[config.mk]
export PLATFORM = sky130hd
export DESIGN_NAME = tdm_aud_tx
export DESIGN_NICKNAME = d
export VERILOG_FILES = /design/src/rtl/tdm_aud_tx.sv
export SDC_FILE = /design/constraint.sdc
export NUM_CORES = 1
export LEC_CHECK = 0
export ABC_AREA = 1
export BUFFER_PORTS_ARGS = -buffer_cell sky130_fd_sc_hd__buf_2
export CAP_MARGIN = 20
export CORE_MARGIN = 3
export CORE_UTILIZATION = 59
export DETAILED_ROUTE_END_ITERATION = 10
export GPL_TIMING_DRIVEN = 0
export HOLD_SLACK_MARGIN = 0.05
export PLACE_DENSITY = 0.94
export SLEW_MARGIN = 25
export SYNTH_ARGS = -nofsm -noshare
export SYNTH_HDL_FRONTEND = slang
export SYNTH_SLANG_ARGS = --single-unit
[constraint.sdc]
create_clock -name clk -period 10.95 [get_ports clk]
set_clock_uncertainty 0.2 [all_clocks]
set_input_delay 1.095 -clock clk [delete_from_list [all_inputs] [get_ports clk]]
set_output_delay 1.095 -clock clk [all_outputs]
set_load 0.01 [all_outputs]
[src/rtl/tdm_aud_tx.sv]
module tdm_aud_tx #(
  parameter int BCLK_HALF = 4
) (
  input  logic        clk,
  input  logic        rst_n,
  input  logic        master_en,
  input  logic        bclk_in,
  input  logic        lrclk_in,
  input  logic [31:0] left_smp,
  input  logic [31:0] right_smp,
  input  logic [1:0]  data_len,
  input  logic [1:0]  slot_len,
  input  logic        tdm_en,
  input  logic        slot_sel,
  input  logic [2:0]  fmt,
  input  logic        lr_inv,
  output logic        bclk_out,
  output logic        lrclk_out,
  output logic        sdata,
  output logic        sdata_oe
);
  localparam int CW = $clog2(BCLK_HALF) + 1;
  localparam int PW = 8;
  localparam logic [2:0] F_RJ = 3'd0, F_LJ = 3'd1, F_I2S = 3'd2, F_DSPA = 3'd3;

  function automatic logic [PW-1:0] wlen(input logic [1:0] c);
    case (c)
      2'd0:    return 8'd16;
      2'd1:    return 8'd20;
      2'd2:    return 8'd24;
      default: return 8'd32;
    endcase
  endfunction

  logic [PW-1:0] w8, d8, dp8, ls, rs, sb, fl, npos, off, k, pos, mpos;
  logic [CW-1:0] dcnt;
  logic [4:0]    idx;
  logic bgen, lgen, b_r, b_p, l_r, fc_last, locked;
  logic fall, fcx, fs, in_slot, hit_l, hit_r, bitv, lk_n, delayed, is_dsp;

  assign w8      = wlen(slot_len);
  assign d8      = wlen(data_len);
  assign delayed = (fmt == F_I2S) || (fmt == F_DSPA);
  assign is_dsp  = fmt >= F_DSPA;

  always_comb begin
    dp8 = (d8 > w8) ? w8 : d8;
    if (delayed && dp8 == w8) dp8 = w8 - 8'd1;
  end

  always_comb begin
    case (fmt)
      F_RJ:    begin ls = w8 - dp8; rs = (w8 << 1) - dp8; end
      F_LJ:    begin ls = '0;       rs = w8;              end
      F_I2S:   begin ls = 8'd1;     rs = w8 + 8'd1;       end
      F_DSPA:  begin ls = 8'd1;     rs = dp8 + 8'd1;      end
      default: begin ls = '0;       rs = dp8;             end
    endcase
  end

  assign sb = (tdm_en && slot_sel) ? (w8 << 1) : '0;
  assign fl = tdm_en ? (w8 << 2) : (w8 << 1);

  // master clock generation
  always_ff @(posedge clk) begin
    if (!rst_n) begin
      dcnt <= '0;
      bgen <= 1'b0;
      mpos <= '0;
    end else if (dcnt == CW'(BCLK_HALF - 1)) begin
      dcnt <= '0;
      bgen <= ~bgen;
      if (bgen) mpos <= (mpos >= fl - 8'd1) ? '0 : mpos + 8'd1;
    end else begin
      dcnt <= dcnt + 1'b1;
    end
  end

  assign lgen      = (is_dsp ? (mpos == '0) : (mpos < (fl >> 1))) ^ lr_inv ^ (fmt == F_I2S);
  assign bclk_out  = master_en & bgen;
  assign lrclk_out = master_en & lgen;

  // serializer
  always_ff @(posedge clk) begin
    if (!rst_n) begin
      b_r <= 1'b0;
      b_p <= 1'b0;
      l_r <= 1'b0;
    end else begin
      b_r <= master_en ? bgen : bclk_in;
      l_r <= master_en ? lgen : lrclk_in;
      b_p <= b_r;
    end
  end

  assign fall    = b_p & ~b_r;
  assign fcx     = l_r ^ lr_inv ^ (fmt == F_I2S);
  assign fs      = fcx & ~fc_last;
  assign npos    = fs ? '0 : ((pos == '1) ? pos : pos + 8'd1);
  assign off     = npos - sb;
  assign in_slot = (npos >= sb) && (off < (w8 << 1));
  assign hit_l   = in_slot && (off >= ls) && (off < ls + dp8);
  assign hit_r   = in_slot && (off >= rs) && (off < rs + dp8);
  assign k       = hit_l ? off - ls : off - rs;
  assign idx     = 5'(d8 - 8'd1 - k);
  assign bitv    = hit_l ? left_smp[idx] : right_smp[idx];
  assign lk_n    = locked | fs;

  always_ff @(posedge clk) begin
    if (!rst_n) begin
      pos      <= '1;
      fc_last  <= 1'b1;
      locked   <= 1'b0;
      sdata    <= 1'b0;
      sdata_oe <= 1'b0;
    end else if (fall) begin
      pos      <= npos;
      fc_last  <= fcx;
      locked   <= lk_n;
      sdata    <= lk_n & (hit_l | hit_r) & bitv;
      sdata_oe <= lk_n & (tdm_en ? (hit_l | hit_r) : 1'b1);
    end
  end

  AST_PRELOCK_IDLE: assert property (@(posedge clk) disable iff (!rst_n)
    !locked |-> (!sdata_oe && !sdata));
  AST_HOLD_BETWEEN_FALLS: assert property (@(posedge clk) disable iff (!rst_n)
    !fall |=> ($stable(sdata) && $stable(sdata_oe)));
  AST_FRAME_ZERO: assert property (@(posedge clk) disable iff (!rst_n)
    $rose(locked) |-> (pos == '0));
  AST_SLOT_WINDOW: assert property (@(posedge clk) disable iff (!rst_n)
    (tdm_en && sdata_oe) |-> ((pos >= sb) && (pos < sb + (w8 << 1))));
  AST_TDM_GAP_LOW: assert property (@(posedge clk) disable iff (!rst_n)
    (tdm_en && !sdata_oe) |-> !sdata);
  AST_BCLK_PACE: assert property (@(posedge clk) disable iff (!rst_n)
    (master_en && (bgen != $past(bgen))) |-> ($past(dcnt) == CW'(BCLK_HALF - 1)));
endmodule

==> results of run 1 <==
-- where the power goes --
part,internal [mW],leakage [nW],switching (mW),total (mW)
logic,0.202,2.65,0.312,0.515
clock network,0.0255,0.0255,0.0313,0.0568
registers,0.102,0.220,0.00229,0.104
total,0.330,2.90,0.346,0.676
-- metrics by stage --
step | power [mW] | hold WS, ns | utilization, %
3_3_place_gp | 0.5967 | 0.2106 | 68.51
5_1_grt | 0.7464 | 0.2456 | 69.10
3_5_place_dp | 0.6112 | 0.2133 | 68.51
4_1_cts | 0.6712 | 0.2270 | 69.10
6_report | 0.6755 | 0.2223 | 69.10
2_1_floorplan | 0.5008 | 0.1969 | -
-- cell usage in the layout (no fill, tap or decap), types with 4 or more instances in the layout --
master    count
nand3_2       6
mux2i_1      12
nand3_1      40
o211ai_1      5
nor2_2        4
o21ai_1       4
xnor2_1      11
nand2_1     131
a21oi_1      60
a311oi_1      4
inv_1       112
fa_1          4
o21ai_0      49
a211oi_1      5
a31oi_1       6
or2_2         4
xor2_1       19
ha_1         86
mux2_2        4
buf_2        81
nor3_1        5
inv_2         9
dfxtp_1      27
nor2_1       39
conb_1        4
clkbuf_1      8
nand2_2       8
nand4_1       7
-- final timing paths --
check,to
worst max register to register,sdata
worst max-delay path,sdata
worst min register to register,dcnt[0]
worst min-delay path,dcnt[0]
-- final cells by class --
type / count / area, um2
plain buffers: 14 / 71.32
clock buffers: 3 / 41.29
clock inverters: 1 / 5.005
fillers: 666 / 2425
inverters: 123 / 461.7
multi-input cells: 557 / 3770
flip-flops and latches: 27 / 540.5
well taps: 102 / 127.6
repair buffers: 81 / 405.4
-- registers in the layout, summed over array words and instances, names as in the netlist --
signal    cells
sdata         1
pos           8
bgen          1
dcnt          3
l_r           1
fc_last       1
b_p           1
b_r           1
mpos          8
sdata_oe      1
locked        1
-- per-layer routing --
metal,track usage [%],routed length [um],up-vias
li1,-,-,2573
met1,30.00,5081,2212
met2,49.54,5758,209
met3,2.866,939,26
met4,8.294,252,0
met5,0,0,-
-- logic make-up after synthesis --
family                   Yosys count
AO/OA/AOI/OAI                    154
XOR/XNOR                          33
adder cells (fa/ha/maj)           90
buffers and inverters            137
flip-flops                        27
multiplexers                      16
other                              1
AND/OR/NAND/NOR                  260
==> summary by stage, run 1 <==
Critical path
At the worst endpoint, the arrival time is 9.16 ns. The setup slack on the worst flop-to-flop path is 4.21 ns. The cell at the slowest stage of the critical path is fa_1. In this run the worst setup path begins at slot_len[1]. Along the worst path, the maximum fanout reaches 10. The worst register-to-register path begins at pos[0]. By startpoint and endpoint, the worst setup path is classified as in2reg. STA classifies the critical path startpoint as an input port. The maximum cell stage delay along the critical path is 0.50 ns. Together, buffers and inverters on the worst path number 8. Among cell families on the critical path, the largest total delay comes from adder cells. The cell count of the worst reg-to-reg path is 32.

The critical path depth is 43. The most used cell along the critical path is ha_1. For the worst setup path, the data required time is 10.91 ns.

STA classifies the critical path endpoint as a flip-flop.

GRT
The wire length of the first global-routing pass is 19.54 mm. The via count of the first global-routing pass is 4624. The pin count of the biggest net entering global routing is 16.

The initial antenna violation count is 0. Global routing used 26.02% of the available tracks across all layers. The total global routing overflow is 0.

Placement
The placement-stage cell area is 0.005376 mm2. Routability-driven placement finished with a final weighted congestion of 0.9023. Once placement completed, the tool counted placed cells totaling 904. Detailed placement ended at an HPWL of 10.05 mm. The count of buffers added on input and output ports is 81. The worst setup slack after placement is 1.634 ns.

STA
The number of hold violations in the final report is 0. Measured against its own limit, the worst slew margin works out to 53.07%. Derived from the worst setup path, the maximum achievable clock frequency is 108.7 MHz. Setup violations remaining at the end of the flow were counted as 0. Setup repair after global routing left no endpoint under its margin.

Setup slack on the critical path of the routed design comes to 1.749 ns. For the pin with the worst max-slew slack, the measured transition is 0.6966 ns. The share of the clock period used by the worst path after layout is 84.03%. The count of pins over their slew limit is 0.

Summed over all failing endpoints, the final setup total negative slack is 0 ns. The final period demand of the worst path is 9.201 ns.

Routing
After detailed routing, the number of vias per cell comes to 5.529. The remaining design rule violation count is 0. The average detailed-routed wire length per instance is 13.25 um. The first routing iteration left 361 violations. For this block, the routed nets add up to 12.03 mm of wire.

The total via count in the routed design is 5020. The first detailed-routing pass ran for 6 iterations. The number of antenna-violating nets in the routed design is 0.

Worst hold path
Counting instances, the worst hold path has a depth of 1. The worst hold path startpoint is dcnt[0]. The path type of the worst min-delay path is reg2reg.

Die
Once the floorplan was initialized, standard cells occupied 61.58% of the core. The total area inside the core boundary comes to 0.007848 mm2. The die covers 0.009312 mm2.

The width of the die is 96.50 um. The row count is 32. 83 I/O pins were placed.

The height of the die is 96.50 um.

Synthesis
The synthesized netlist devotes 18.67% of its cell area to compound gates. Counting instances in the post-synthesis netlist gives the leading cell types as nand2_1 (131), inv_1 (112), ha_1 (86). The average instance in the mapped netlist occupies 6.730 um2. The arithmetic-cell share of the synthesized area counting full adders, half adders and majority gates is 23.93%. By area the synthesized netlist is led by ha_1 (22%), dfxtp_1 (11%), nand2_1 (10%). In the post-synthesis netlist, the cell with the most instances is nand2_1.

The predominant post-synthesis flop cell is dfxtp_1. The synthesized design contains 0 enable-type register cells. The portion of synthesized cell area occupied by the leading cell type is 22.27%. The biggest area contributor in the post-synthesis netlist is ha_1. Summing the areas of all and, or, nand and nor instances in the mapped netlist gives 25.01% of the synthesized area. In the synthesized netlist, mux cells make up 3.418% of the area. The proportion of synthesized chip area in sequential cells is 11.19%. The number of instances in the synthesized netlist is 718.

The area of the mapped netlist is 0.004832 mm2. The synthesized netlist devotes 6.680% of its cell area to XOR and XNOR gates. The async set-reset flop share out of synthesis is 0%. The number of warnings printed during yosys synthesis is 0.

The main combinational cell family by area after synthesis is simple AND/OR/NAND/NOR gates. The number of library cell types mapped by synthesis is 58. In this run, synthesis produced a sequential element count of 27.

Cells and area
In the final layout, the share of cells above drive strength 1 is 17.37%. The post-route non-filler standard cell count is 908. The area of all placed cells without fillers is 0.005423 mm2. After the last flow step, the layout net total stands at 976. The synthesis-to-finish area growth is 12.22%.

The number of antenna cells inserted is 0.

Clock tree
CTS built an H-tree with a depth of 1. The post-CTS setup buffer count is 0. The tree is rooted in a clkbuf_8.

The clock latency of the later-clocked register in the worst-skew pair is 0.27 ns. For this design, the CTS-stage hold fixing added 0 buffers. Clock-pin slew was measured on the worst setup and hold paths at 0.09 ns. Counting the buffers created by CTS gives 3. The number of gates resized after CTS was 0. The clock net sink count is 27. TritonCTS built the clock tree. The number of buffers on the longest clock path is 2.

Job
The reported max-cap violation count is 0.

Outcome
The run finished with clean final reports.

Pwr
The peak supply drop is 123.1 uV. The leakage power is 2.895 nW. The total power divided by cell area is 124.6 mW/mm2.
No activity file was read; power rests on OpenSTA's default activity.
==> inputs of run 2 (changes only) <==
Settings changed: CORE_UTILIZATION 59 to 53, PLACE_DENSITY 0.94 to 0.9.
Clock period 10.95 ns to 8.4 ns, I/O delays scaled along.
==> run 2 against run 1 <==
  * Combinational power is 33% higher
  * Non-clock buffer count grew 1
  * Power rose by 33%
  * Clock power is 32% higher
  * First-iteration DRC count shrank 40%
  * Hold slack improved by 0.00061 ns
  * Die area up 11%
  * Highest routed layer unchanged
==> summary by stage, run 2 (synthesis gave the netlist of run 1 again) <==
Critical path
The category of the worst setup path launch point is an input port. The setup slack on the worst flop-to-flop path was 1.89 ns (-2.32 ns). The most used cell along the critical path is nand2_1.

The cell count of the worst reg-to-reg path is 30 (-6.3%). The signal arrival time at the worst endpoint is 7.92 ns (-1.24 ns). The beginning of the worst register-to-register path is pos[0]. The endpoint identified for the worst register-to-register timing path is sdata. The kind of end point of the critical path is a flip-flop.

Among all stages on the critical path, the largest delay is contributed by fa_2. The maximum fanout count along the critical path is 8 (-2). The required time of the worst setup path was 8.35 ns (-2.56 ns). The maximum cell stage delay along the critical path is 0.54 ns (+0.04 ns). The type of the worst setup path is in2reg.

Clock tree
The number of CTS-inserted buffers is 3 (unchanged). The clock net sink count is 27 (unchanged). The clock tree from TritonCTS is yes.

The clock latency of the later-clocked register in the worst-skew pair is 0.28 ns (about the same). The CTS H-tree depth is 1 (unchanged). The clock transition at the registers of the reported paths is 0.10 ns (about the same).

The tree is rooted in a clkbuf_8. The number of buffers on the longest clock path was 2 (unchanged).

Routing
The total via count in the routed design is 4974 (-0.92%). The overall routed net length is 12.25 mm (+1.8%). The average detailed-routed wire length per instance is 13.39 um (+1.0%). The post-detailed-route via-to-cell ratio came to 5.436 (-1.7%). The number of detailed-route iterations in the first pass is 6 (unchanged). The number of DRC violations after detailed-routing iteration 0 is 218 (-40%). The remaining design rule violation count is 0 (unchanged). The number of antenna-violating nets in the routed design is 0 (unchanged).

STA
The worst path uses 94.87% of the clock period. The count of pins over their slew limit is 0 (unchanged). The slack of the critical path is 0.4308 ns (-1.318 ns). The final setup violation count is 0 (unchanged). The number of hold violations in the final report was 0 (unchanged). The smallest clock period supported by the final layout is computed as 7.969 ns. The slew of the pin with the lowest slew margin is 0.6371 ns (-0.05949 ns). The worst slack on hold paths is 0.2229 ns (+0.0006130 ns). Setup repair after global routing left no endpoint under its margin. Static timing analysis puts the maximum clock frequency at 125.5 MHz. The tightest slew margin relative to the limit is 57.38% (+4.3 points).

Worst hold path
The path type of the worst min-delay path is reg2reg. The number of cells on the worst hold path came to 1 (unchanged). The worst hold path startpoint is dcnt[0]. The path with the worst hold slack has its endpoint at dcnt[0].

GRT
The via count of the first global-routing pass came to 4670 (+0.99%). The initial antenna violation count is 0 (unchanged). The pin count of the biggest net entering global routing came to 17 (+1).

The wire length of the first global-routing pass is 20.34 mm (+4.1%). The combined global-route utilization of all metal layers came to 23.81% (-2.2 points). The total global routing overflow is 0 (unchanged).

Cells and area
The number of antenna cells inserted is 0 (unchanged). The post-route core utilization is 62.55% (-6.6 points). In the layout the commonest cells are nand2_1 (131), inv_1 (111), ha_1 (84). The area of all placed cells without fillers was 0.005508 mm2 (+1.6%). The commonest non-fill, non-tap cell in the layout is nand2_1. The net total in the final layout is 977 (+0.10%). The largest registers in the layout are mpos: 8 flops, pos: 8 flops, dcnt: 3 flops. Relative to the synthesized area, the layout overhead comes to 13.98%. The fraction of layout instances using a drive strength above 1 came to 19.08% (+1.7 points).

Placement
The count of input and output buffers is 81 (unchanged). The placement-stage cell area is 0.005384 mm2 (+0.14%). The post-DP HPWL is 10.16 mm (+1.1%). The final weighted congestion of routability-driven global placement is 0.9315 (+3.2%).

The worst setup slack after placement is -0.7773 ns (-2.412 ns).

Pwr
The leakage power is 2.910 nW (+0.52%). The peak supply drop is 148.8 uV (+21%). The total power divided by cell area is 162.6 mW/mm2 (+31%).

Die
The initial core utilization came to 54.87% (-6.7 points). The number of ports placed on the die boundary is 83 (unchanged). The area of the core is 0.008806 mm2 (+12%). The height of the die is 101.5 um (+5.2%). The width of the die is 101.5 um (+5.2%).

The full die area was 0.01030 mm2 (+11%). The row count is 34 (+6.3%).

Outcome
The flow ran to the end, and the final reports show no timing, DRC or antenna violations.

Job
The reported max-cap violation count is 0 (unchanged).
==> run 2: changes by cell type in the layout (fill, tap and decap cells not counted), sizes merged <==
| cell | previous run | this run |
|---|---|---|
| buf | 87 | 88 |
| clkinv | 3 | 2 |
| clkinvlp | 0 | 2 |
| inv | 121 | 120 |
==> run 2: where the power goes <==
group | total (mW) | leakage, nW | switching (mW) | internal (mW)
logic | 0.685 | 2.67 | 0.411 | 0.274
clock network | 0.0752 | 0.0217 | 0.0415 | 0.0337
registers | 0.136 | 0.220 | 0.00298 | 0.133
==> run 2: cell type report <==
type / instances / area (um2)
Buffer: 13 / 68.82
Sequential cell: 27 / 540.5
Fill cell: 760 / 3298
Clock buffer: 3 / 41.29
Clock inverter: 1 / 7.507
Inverter: 123 / 467.9
Timing Repair Buffer: 83 / 420.4
Multi-Input combinational cell: 557 / 3826
Tap cell: 108 / 135.1
==> run 2: how the worst max path moves through the flow <==
| stage | startpoint | to | slack, ns | cells past startpoint |
|---|---|---|---|---|
| 2_1_floorplan | slot_len[1] | sdata | 0.66 | 43 |
| 3_3_place_gp | slot_len[1] | sdata | -0.56 | 43 |
| 3_5_place_dp | slot_len[1] | sdata | -0.78 | 43 |
| 4_1_cts | slot_len[1] | sdata | 0.04 | 46 |
| 5_1_grt | slot_len[0] | sdata | 0.02 | 45 |
| 6_report | slot_len[0] | sdata | 0.43 | 45 |
==> run 2: metal layers <==
layer / vias to the layer above / global-route usage (%) / share of wire [%]
li1: 2574 / - / -
met1: 2178 / 28.19 / 42
met2: 184 / 43.91 / 48
met3: 38 / 3.512 / 6.7
met4: 0 / 7.362 / 3.2
met5: - / 0 / 0
==> run 2: per-stage QoR <==
stage / std cells / total power [mW] / setup TNS (ns)
global placement: 910 / 0.7826 / -0.5580
CTS: 916 / 0.8797 / 0
global route: 915 / 0.9990 / 0
finish: 915 / 0.8957 / 0
detailed placement: 910 / 0.7992 / -0.7773
floorplan: 721 / 0.6528 / 0
==> run 2: worst max-delay path, delay by kind of cell <==
family	cells	cell delay [ns]
xor gates and xnor gates	2	0.34
adders and majority gates	6	2.15
AOI/OAI and AO/OA	12	1.88
and+or+nand+nor	18	1.80
buffers and inverters	7	0.88
==> run 2: what timing repair did <==
action                     in CTS  in global routing
gates cloned                    0                  0
setup endpoints to repair       1                  1
gates resized for setup         5                 13
hold buffers                    0                  0
pin swaps                       0                  1
buffers inserted                2                  0
hold endpoints to repair        0                  0
